$ cat config.mk
export PLATFORM = sky130hd
export DESIGN_NAME = pi_capture_group
export DESIGN_NICKNAME = d
export VERILOG_FILES = /design/src/rtl/pi_capture_pkg.sv /design/src/rtl/pi_cmd_ctrl.sv /design/src/rtl/pi_input_front.sv /design/src/rtl/pi_edge_capture.sv /design/src/rtl/pi_capture_group.sv
export SDC_FILE = /design/constraint.sdc
export NUM_CORES = 1
export LEC_CHECK = 0
export ABC_AREA = 1
export BUFFER_PORTS_ARGS = -buffer_cell sky130_fd_sc_hd__buf_2
export CELL_PAD_IN_SITES_DETAIL_PLACEMENT = 0
export CELL_PAD_IN_SITES_GLOBAL_PLACEMENT = 1
export CORE_MARGIN = 3
export CORE_UTILIZATION = 30
export CTS_CLUSTER_DIAMETER = 40
export DETAILED_ROUTE_END_ITERATION = 8
export PLACE_DENSITY_LB_ADDON = 0.1
export SLEW_MARGIN = 15
export SYNTH_ARGS = -nofsm -noshare
export SYNTH_HDL_FRONTEND = slang
export SYNTH_SLANG_ARGS = --single-unit
$ cat constraint.sdc
create_clock -name clk_i -period 1.1 [get_ports clk_i]
set_input_delay 0.055 -clock clk_i [delete_from_list [all_inputs] [get_ports clk_i]]
set_output_delay 0.055 -clock clk_i [all_outputs]
set_load 0.01 [all_outputs]
$ cat src/rtl/pi_capture_pkg.sv
package pi_capture_pkg;
  typedef enum logic [3:0] {
    OP_NOP        = 4'h0,
    OP_READ       = 4'h1,
    OP_READ_CLR   = 4'h2,
    OP_ARM_PI     = 4'h3,
    OP_ARM_XSYNC  = 4'h4,
    OP_DEV_RESET  = 4'h5,
    OP_HALT       = 4'h6,
    OP_TEST_ONES  = 4'h7,
    OP_TEST_ZEROS = 4'h8
  } pi_op_e;

  typedef enum logic [1:0] {
    MODE_IDLE  = 2'd0,
    MODE_PI    = 2'd1,
    MODE_XSYNC = 2'd2
  } pi_mode_e;
endpackage

$ cat src/rtl/pi_cmd_ctrl.sv
module pi_cmd_ctrl
  import pi_capture_pkg::*;
(
  input  logic       clk_i,
  input  logic       rst_ni,
  input  logic       cmd_valid_i,
  input  logic [3:0] cmd_op_i,
  output logic       clr_o,
  output logic       rd_o,
  output pi_mode_e   mode_o,
  output logic       test_en_o,
  output logic       test_val_o
);
  pi_op_e   op;
  pi_mode_e mode_q, mode_d;
  logic     test_en_q, test_en_d;
  logic     test_val_q, test_val_d;

  assign op = pi_op_e'(cmd_op_i);

  always_comb begin
    clr_o      = 1'b0;
    rd_o       = 1'b0;
    mode_d     = mode_q;
    test_en_d  = test_en_q;
    test_val_d = test_val_q;
    if (cmd_valid_i) begin
      case (op)
        OP_READ:      rd_o = 1'b1;
        OP_READ_CLR:  begin rd_o = 1'b1; clr_o = 1'b1; end
        OP_ARM_PI:    begin mode_d = MODE_PI; clr_o = 1'b1; end
        OP_ARM_XSYNC: mode_d = MODE_XSYNC;
        OP_DEV_RESET: begin
          mode_d    = MODE_IDLE;
          clr_o     = 1'b1;
          test_en_d = 1'b0;
        end
        OP_HALT:       mode_d = MODE_IDLE;
        OP_TEST_ONES:  begin test_en_d = 1'b1; test_val_d = 1'b1; end
        OP_TEST_ZEROS: begin test_en_d = 1'b1; test_val_d = 1'b0; end
        default: ;
      endcase
    end
  end

  always_ff @(posedge clk_i or negedge rst_ni) begin
    if (!rst_ni) begin
      mode_q     <= MODE_IDLE;
      test_en_q  <= 1'b0;
      test_val_q <= 1'b0;
    end else begin
      mode_q     <= mode_d;
      test_en_q  <= test_en_d;
      test_val_q <= test_val_d;
    end
  end

  assign mode_o     = mode_q;
  assign test_en_o  = test_en_q;
  assign test_val_o = test_val_q;
endmodule

$ cat src/rtl/pi_input_front.sv
module pi_input_front #(
  parameter int N_POINTS    = 8,
  parameter int SYNC_STAGES = 2
) (
  input  logic                clk_i,
  input  logic                rst_ni,
  input  logic [N_POINTS-1:0] points_i,
  input  logic                test_en_i,
  input  logic                test_val_i,
  output logic [N_POINTS-1:0] sync_o
);
  localparam int LAST = SYNC_STAGES - 1;

  logic [N_POINTS-1:0] src;
  logic [N_POINTS-1:0] stage_q [SYNC_STAGES];

  // forced receivers replace the field inputs ahead of the synchronizer
  assign src = test_en_i ? {N_POINTS{test_val_i}} : points_i;

  for (genvar s = 0; s < SYNC_STAGES; s++) begin : g_stage
    always_ff @(posedge clk_i or negedge rst_ni) begin
      if (!rst_ni) stage_q[s] <= '0;
      else if (s == 0) stage_q[s] <= src;
      else stage_q[s] <= stage_q[(s == 0) ? 0 : s-1];
    end
  end

  assign sync_o = stage_q[LAST];
endmodule

$ cat src/rtl/pi_edge_capture.sv
module pi_edge_capture #(
  parameter int N_POINTS = 8
) (
  input  logic                clk_i,
  input  logic                rst_ni,
  input  logic [N_POINTS-1:0] sync_i,
  input  logic                clr_i,
  input  logic                rd_i,
  output logic [N_POINTS-1:0] capture_o,
  output logic [N_POINTS-1:0] rd_data_o,
  output logic                rd_valid_o
);
  logic [N_POINTS-1:0] prev_q;
  logic [N_POINTS-1:0] cap_q, cap_d;
  logic [N_POINTS-1:0] rise;
  logic [N_POINTS-1:0] rd_data_q;
  logic                rd_valid_q;

  assign rise  = sync_i & ~prev_q;
  // clear drops old bits only; a rise on the clear edge survives
  assign cap_d = (cap_q & ~{N_POINTS{clr_i}}) | rise;

  always_ff @(posedge clk_i or negedge rst_ni) begin
    if (!rst_ni) begin
      prev_q     <= '0;
      cap_q      <= '0;
      rd_data_q  <= '0;
      rd_valid_q <= 1'b0;
    end else begin
      prev_q     <= sync_i;
      cap_q      <= cap_d;
      rd_valid_q <= rd_i;
      if (rd_i) rd_data_q <= cap_q;
    end
  end

  assign capture_o  = cap_q;
  assign rd_data_o  = rd_data_q;
  assign rd_valid_o = rd_valid_q;
endmodule

$ cat src/rtl/pi_capture_group.sv
module pi_capture_group
  import pi_capture_pkg::*;
#(
  parameter int N_POINTS    = 8,
  parameter int SYNC_STAGES = 2
) (
  input  logic                clk_i,
  input  logic                rst_ni,
  input  logic [N_POINTS-1:0] points_i,
  input  logic                cmd_valid_i,
  input  logic [3:0]          cmd_op_i,
  output logic [N_POINTS-1:0] capture_o,
  output logic [N_POINTS-1:0] rd_data_o,
  output logic                rd_valid_o,
  output logic                irq_o,
  output logic                pi_mode_o,
  output logic                xsync_mode_o
);
  logic                clr;
  logic                rd;
  pi_mode_e            mode;
  logic                test_en;
  logic                test_val;
  logic [N_POINTS-1:0] sync;
  logic [N_POINTS-1:0] cap;

  pi_cmd_ctrl u_ctrl (
    .clk_i       (clk_i),
    .rst_ni      (rst_ni),
    .cmd_valid_i (cmd_valid_i),
    .cmd_op_i    (cmd_op_i),
    .clr_o       (clr),
    .rd_o        (rd),
    .mode_o      (mode),
    .test_en_o   (test_en),
    .test_val_o  (test_val)
  );

  pi_input_front #(
    .N_POINTS    (N_POINTS),
    .SYNC_STAGES (SYNC_STAGES)
  ) u_front (
    .clk_i      (clk_i),
    .rst_ni     (rst_ni),
    .points_i   (points_i),
    .test_en_i  (test_en),
    .test_val_i (test_val),
    .sync_o     (sync)
  );

  pi_edge_capture #(
    .N_POINTS (N_POINTS)
  ) u_cap (
    .clk_i      (clk_i),
    .rst_ni     (rst_ni),
    .sync_i     (sync),
    .clr_i      (clr),
    .rd_i       (rd),
    .capture_o  (cap),
    .rd_data_o  (rd_data_o),
    .rd_valid_o (rd_valid_o)
  );

  assign capture_o    = cap;
  assign pi_mode_o    = (mode == MODE_PI);
  assign xsync_mode_o = (mode == MODE_XSYNC);
  assign irq_o        = pi_mode_o & (|cap);
endmodule

==> results.py <==
metrics = {
    "synthesis": {
        "yosys_warnings": 0,
        "syn_inst": 168,
        "syn_area_per_cell_um2": 10.3,
        "netlist_area_um2": 1730,
        "yosysUniqueCellTypes": 21,
        "synth-seq-cells": 45,
        "syn-num-nets": 183,
        "ys_seq_area_frac": 0.649,
    },
    "clock_network": {
        "clk_latency_ps": 290,
        "ctsHtreeMaxLevel": 2,
        "cts_tree": "built",
        "clk_pin_slew_ps": 80,
        "cts_root_buf": "clkbuf_8",
        "cts.path.max_buffers": 2,
        "cts_buffers": 5,
        "cts.sinks": 45,
    },
    "detailed_routing": {
        "drt_iter0_drc": 25,
        "firstDrtPassIters": 4,
        "vias_per_cell": 4.01,
        "ant_nets": 0,
        "vias": 1215,
        "wl_per_cell_um": 10.2,
        "drcViolationCount": 0,
        "drt-total-wl_um": 3080,
    },
    "setup_path": {
        "endpoint_kind": "output pin",
        "path_class": "flop to output pin",
        "cp_data_required_time_ps": 1040,
        "crit_fanout": 3,
        "worst_setup_path_start_kind": "flop",
        "crit_slowest_cell": "dfrtp_1",
        "path_cells": "inv_1 -> nand4_1 -> nor2_1 -> nor2_1 -> buf_2",
        "critical_path_arrival_ps": 1160,
        "worst_path_most_repeated_cell": "nor2_1",
        "slowest_delay_ps": 400,
        "r2r_slack_ps": 290,
    },
    "placed_design": {
        "dpl.cell_count": 276,
        "portBuffers": 34,
        "place.detailed.hpwl_um": 2350,
        "gp_congestion": 0.870,
    },
    "grt": {
        "grt.total_usage": 0.104,
        "grt_pass1_wl_um": 5130,
        "grt_max_degree": 18,
        "grt_overflow": 0,
        "antenna_found_initial": 0,
        "grt_pass1_vias": 1142,
    },
    "cells_and_area": {
        "stdcell_count": 303,
        "regArea_um2": 1130,
        "multi_input_area_um2": 443,
        "drive_gt1_frac": 0.355,
        "nets": 245,
        "syn_to_final_growth_pct": 31.7,
        "fillCellCount": 572,
        "diodes": 0,
        "final_core_util": 0.412,
        "final_cell_mix": "dfrtp_1 (45), nand2_1 (36), buf_2 (34), inv_1 (28), buf_4 (16)",
        "layout_commonest_cell": "dfrtp_1",
    },
    "timing": {
        "skew_ps": 3.34,
        "period_share": 1.10,
        "clock.fmax_mhz": 826,
        "setup_violations": 1,
        "slew_violations": 0,
        "finalHoldViolations": 0,
        "finalCriticalPeriod_ps": 1210,
        "rsz0062_at_grt": "yes",
        "max-slew-margin-rel": 0.779,
        "tightest_slew_ps": 332,
        "setup_ws_ps": -111,
        "fin_tns_setup_ps": -111,
    },
    "floorplan": {
        "fp.dieArea_um2": 6730,
        "die_y_um": 82.0,
        "fp.dieW_um": 82.0,
        "core_area_um2": 5540,
        "rows": 27,
        "pin_count": 35,
        "initial_core_util": 0.313,
    },
    "flow_run": {
        "drv_cap": 0,
    },
    "min_path": {
        "hp-class": "primary input to flop",
    },
    "pwr": {
        "powerDensity_nw_per_um2": 2100,
        "leakagePower_nw": 1.23,
        "vdd_drop_max_v": 0.000613,
    },
    "outcome": {
        "status": "finished, violations left",
        "violations": "setup timing",
    },
}
[synthesized netlist by cell type]
master,n,area share
o21ai_0,9,0.026
nor2_1,6,0.013
clkbuf_1,1,0.0022
nor2_2,1,0.0036
nor2_4,2,0.013
nand4_1,3,0.011
nand3_2,1,0.0058
inv_2,1,0.0022
a21oi_1,1,0.0029
nor3_4,1,0.0094
inv_1,34,0.074
o21ai_2,8,0.040
nand2_4,1,0.0065
dfrtp_1,45,0.65
nand2_2,2,0.0072
inv_4,1,0.0036
nand2_1,36,0.078
buf_6,1,0.0065
nand3_1,12,0.035
nor3_1,1,0.0029
buf_8,1,0.0087
[power by group]
group          internal [W]  leakage [nW]  switching [W]  total, W
registers           0.00213         0.518       0.000218   0.00235
logic              0.000562         0.653       0.000623   0.00119
clock network      0.000740        0.0585       0.000513   0.00125
total               0.00343          1.23        0.00135   0.00478
[per-stage QoR]
| stage | instance area [µm²] | power [W] | setup slack [ps] | hold WS, ps |
|---|---|---|---|---|
| 3_3_place_gp | 2000 | 0.00334 | 121 | -26.6 |
| 6_report | 2280 | 0.00478 | -111 | 12.5 |
| 4_1_cts | 2230 | 0.00477 | -160 | 3.05 |
| 5_1_grt | 2280 | 0.00515 | -225 | 35.9 |
| 3_5_place_dp | 2000 | 0.00338 | 133 | -25.9 |
| 2_1_floorplan | 1730 | 0.00293 | 217 | -241 |
[state kept, by name, summed over array words and instances, names as in the netlist]
name / flops
u_cap.capture_o: 8
u_cap.prev_q: 8
u_cap.rd_data_o: 8
u_cap.rd_valid_o: 1
u_ctrl.mode_o: 2
u_ctrl.test_en_o: 1
u_ctrl.test_val_o: 1
u_front.stage_q: 8
u_front.sync_o: 8
[critical path: cells and delay by family, from the launching register on]
kind / cells / cell delay, ps
flip-flops: 1 / 400
buffers and inverters: 2 / 230
AND/OR/NAND/NOR: 3 / 240
[path summary, 6_finish.rpt]
| path | start | to | depth (start not counted) |
|---|---|---|---|
| worst min-delay path | points_i[2] | u_front.stage_q[10]$_DFF_PN0_ | 3 |
| worst max-delay path | u_cap.capture_o[3]$_DFF_PN0_ | irq_o | 5 |
| min in group asynchronous | rst_ni | u_ctrl.mode_o[0]$_DFFE_PN0P_ | 2 |
| worst max register to register | u_ctrl.test_en_o$_DFFE_PN0P_ | u_front.stage_q[10]$_DFF_PN0_ | 2 |
| worst min register to register | u_front.stage_q[9]$_DFF_PN0_ | u_front.sync_o[1]$_DFF_PN0_ | 0 |
| max in group asynchronous | rst_ni | u_cap.prev_q[6]$_DFF_PN0_ | 3 |
[cell families (layout without fill, tap and decap cells)]
kind of cell	Yosys count	in the layout	synth area share
buf+inv	39	102	0.0967
simple gates	66	66	0.185
compound gates	18	18	0.0693
flops	45	45	0.649
[metal layers]
| layer | global-route usage | share of wire | vias up |
|---|---|---|---|
| met5 | 0 | 0 | - |
| met2 | 0.166 | 0.46 | 29 |
| met3 | 0.0395 | 0.064 | 7 |
| met4 | 0.0548 | 0.022 | 0 |
| li1 | - | - | 633 |
| met1 | 0.121 | 0.45 | 546 |
[layout make-up]
class,instances,area share
clock buffers,7,0.0378
clock inverters,1,0.0132
inverters,36,0.0603
multi-input cells,84,0.194
flip-flops and latches,45,0.493
well taps,72,0.0395
repair buffers,58,0.162
[repair_timing]
item / 4_1_cts / 5_1_grt
setup buffers: 4 / 7
endpoints found under the hold margin: 52 / 0
hold buffers: 8 / 0
pin swaps: 2 / 2
resized for setup: 4 / 3
endpoints found under the setup margin: 1 / 2
Power figures use the tool's default switching activity.
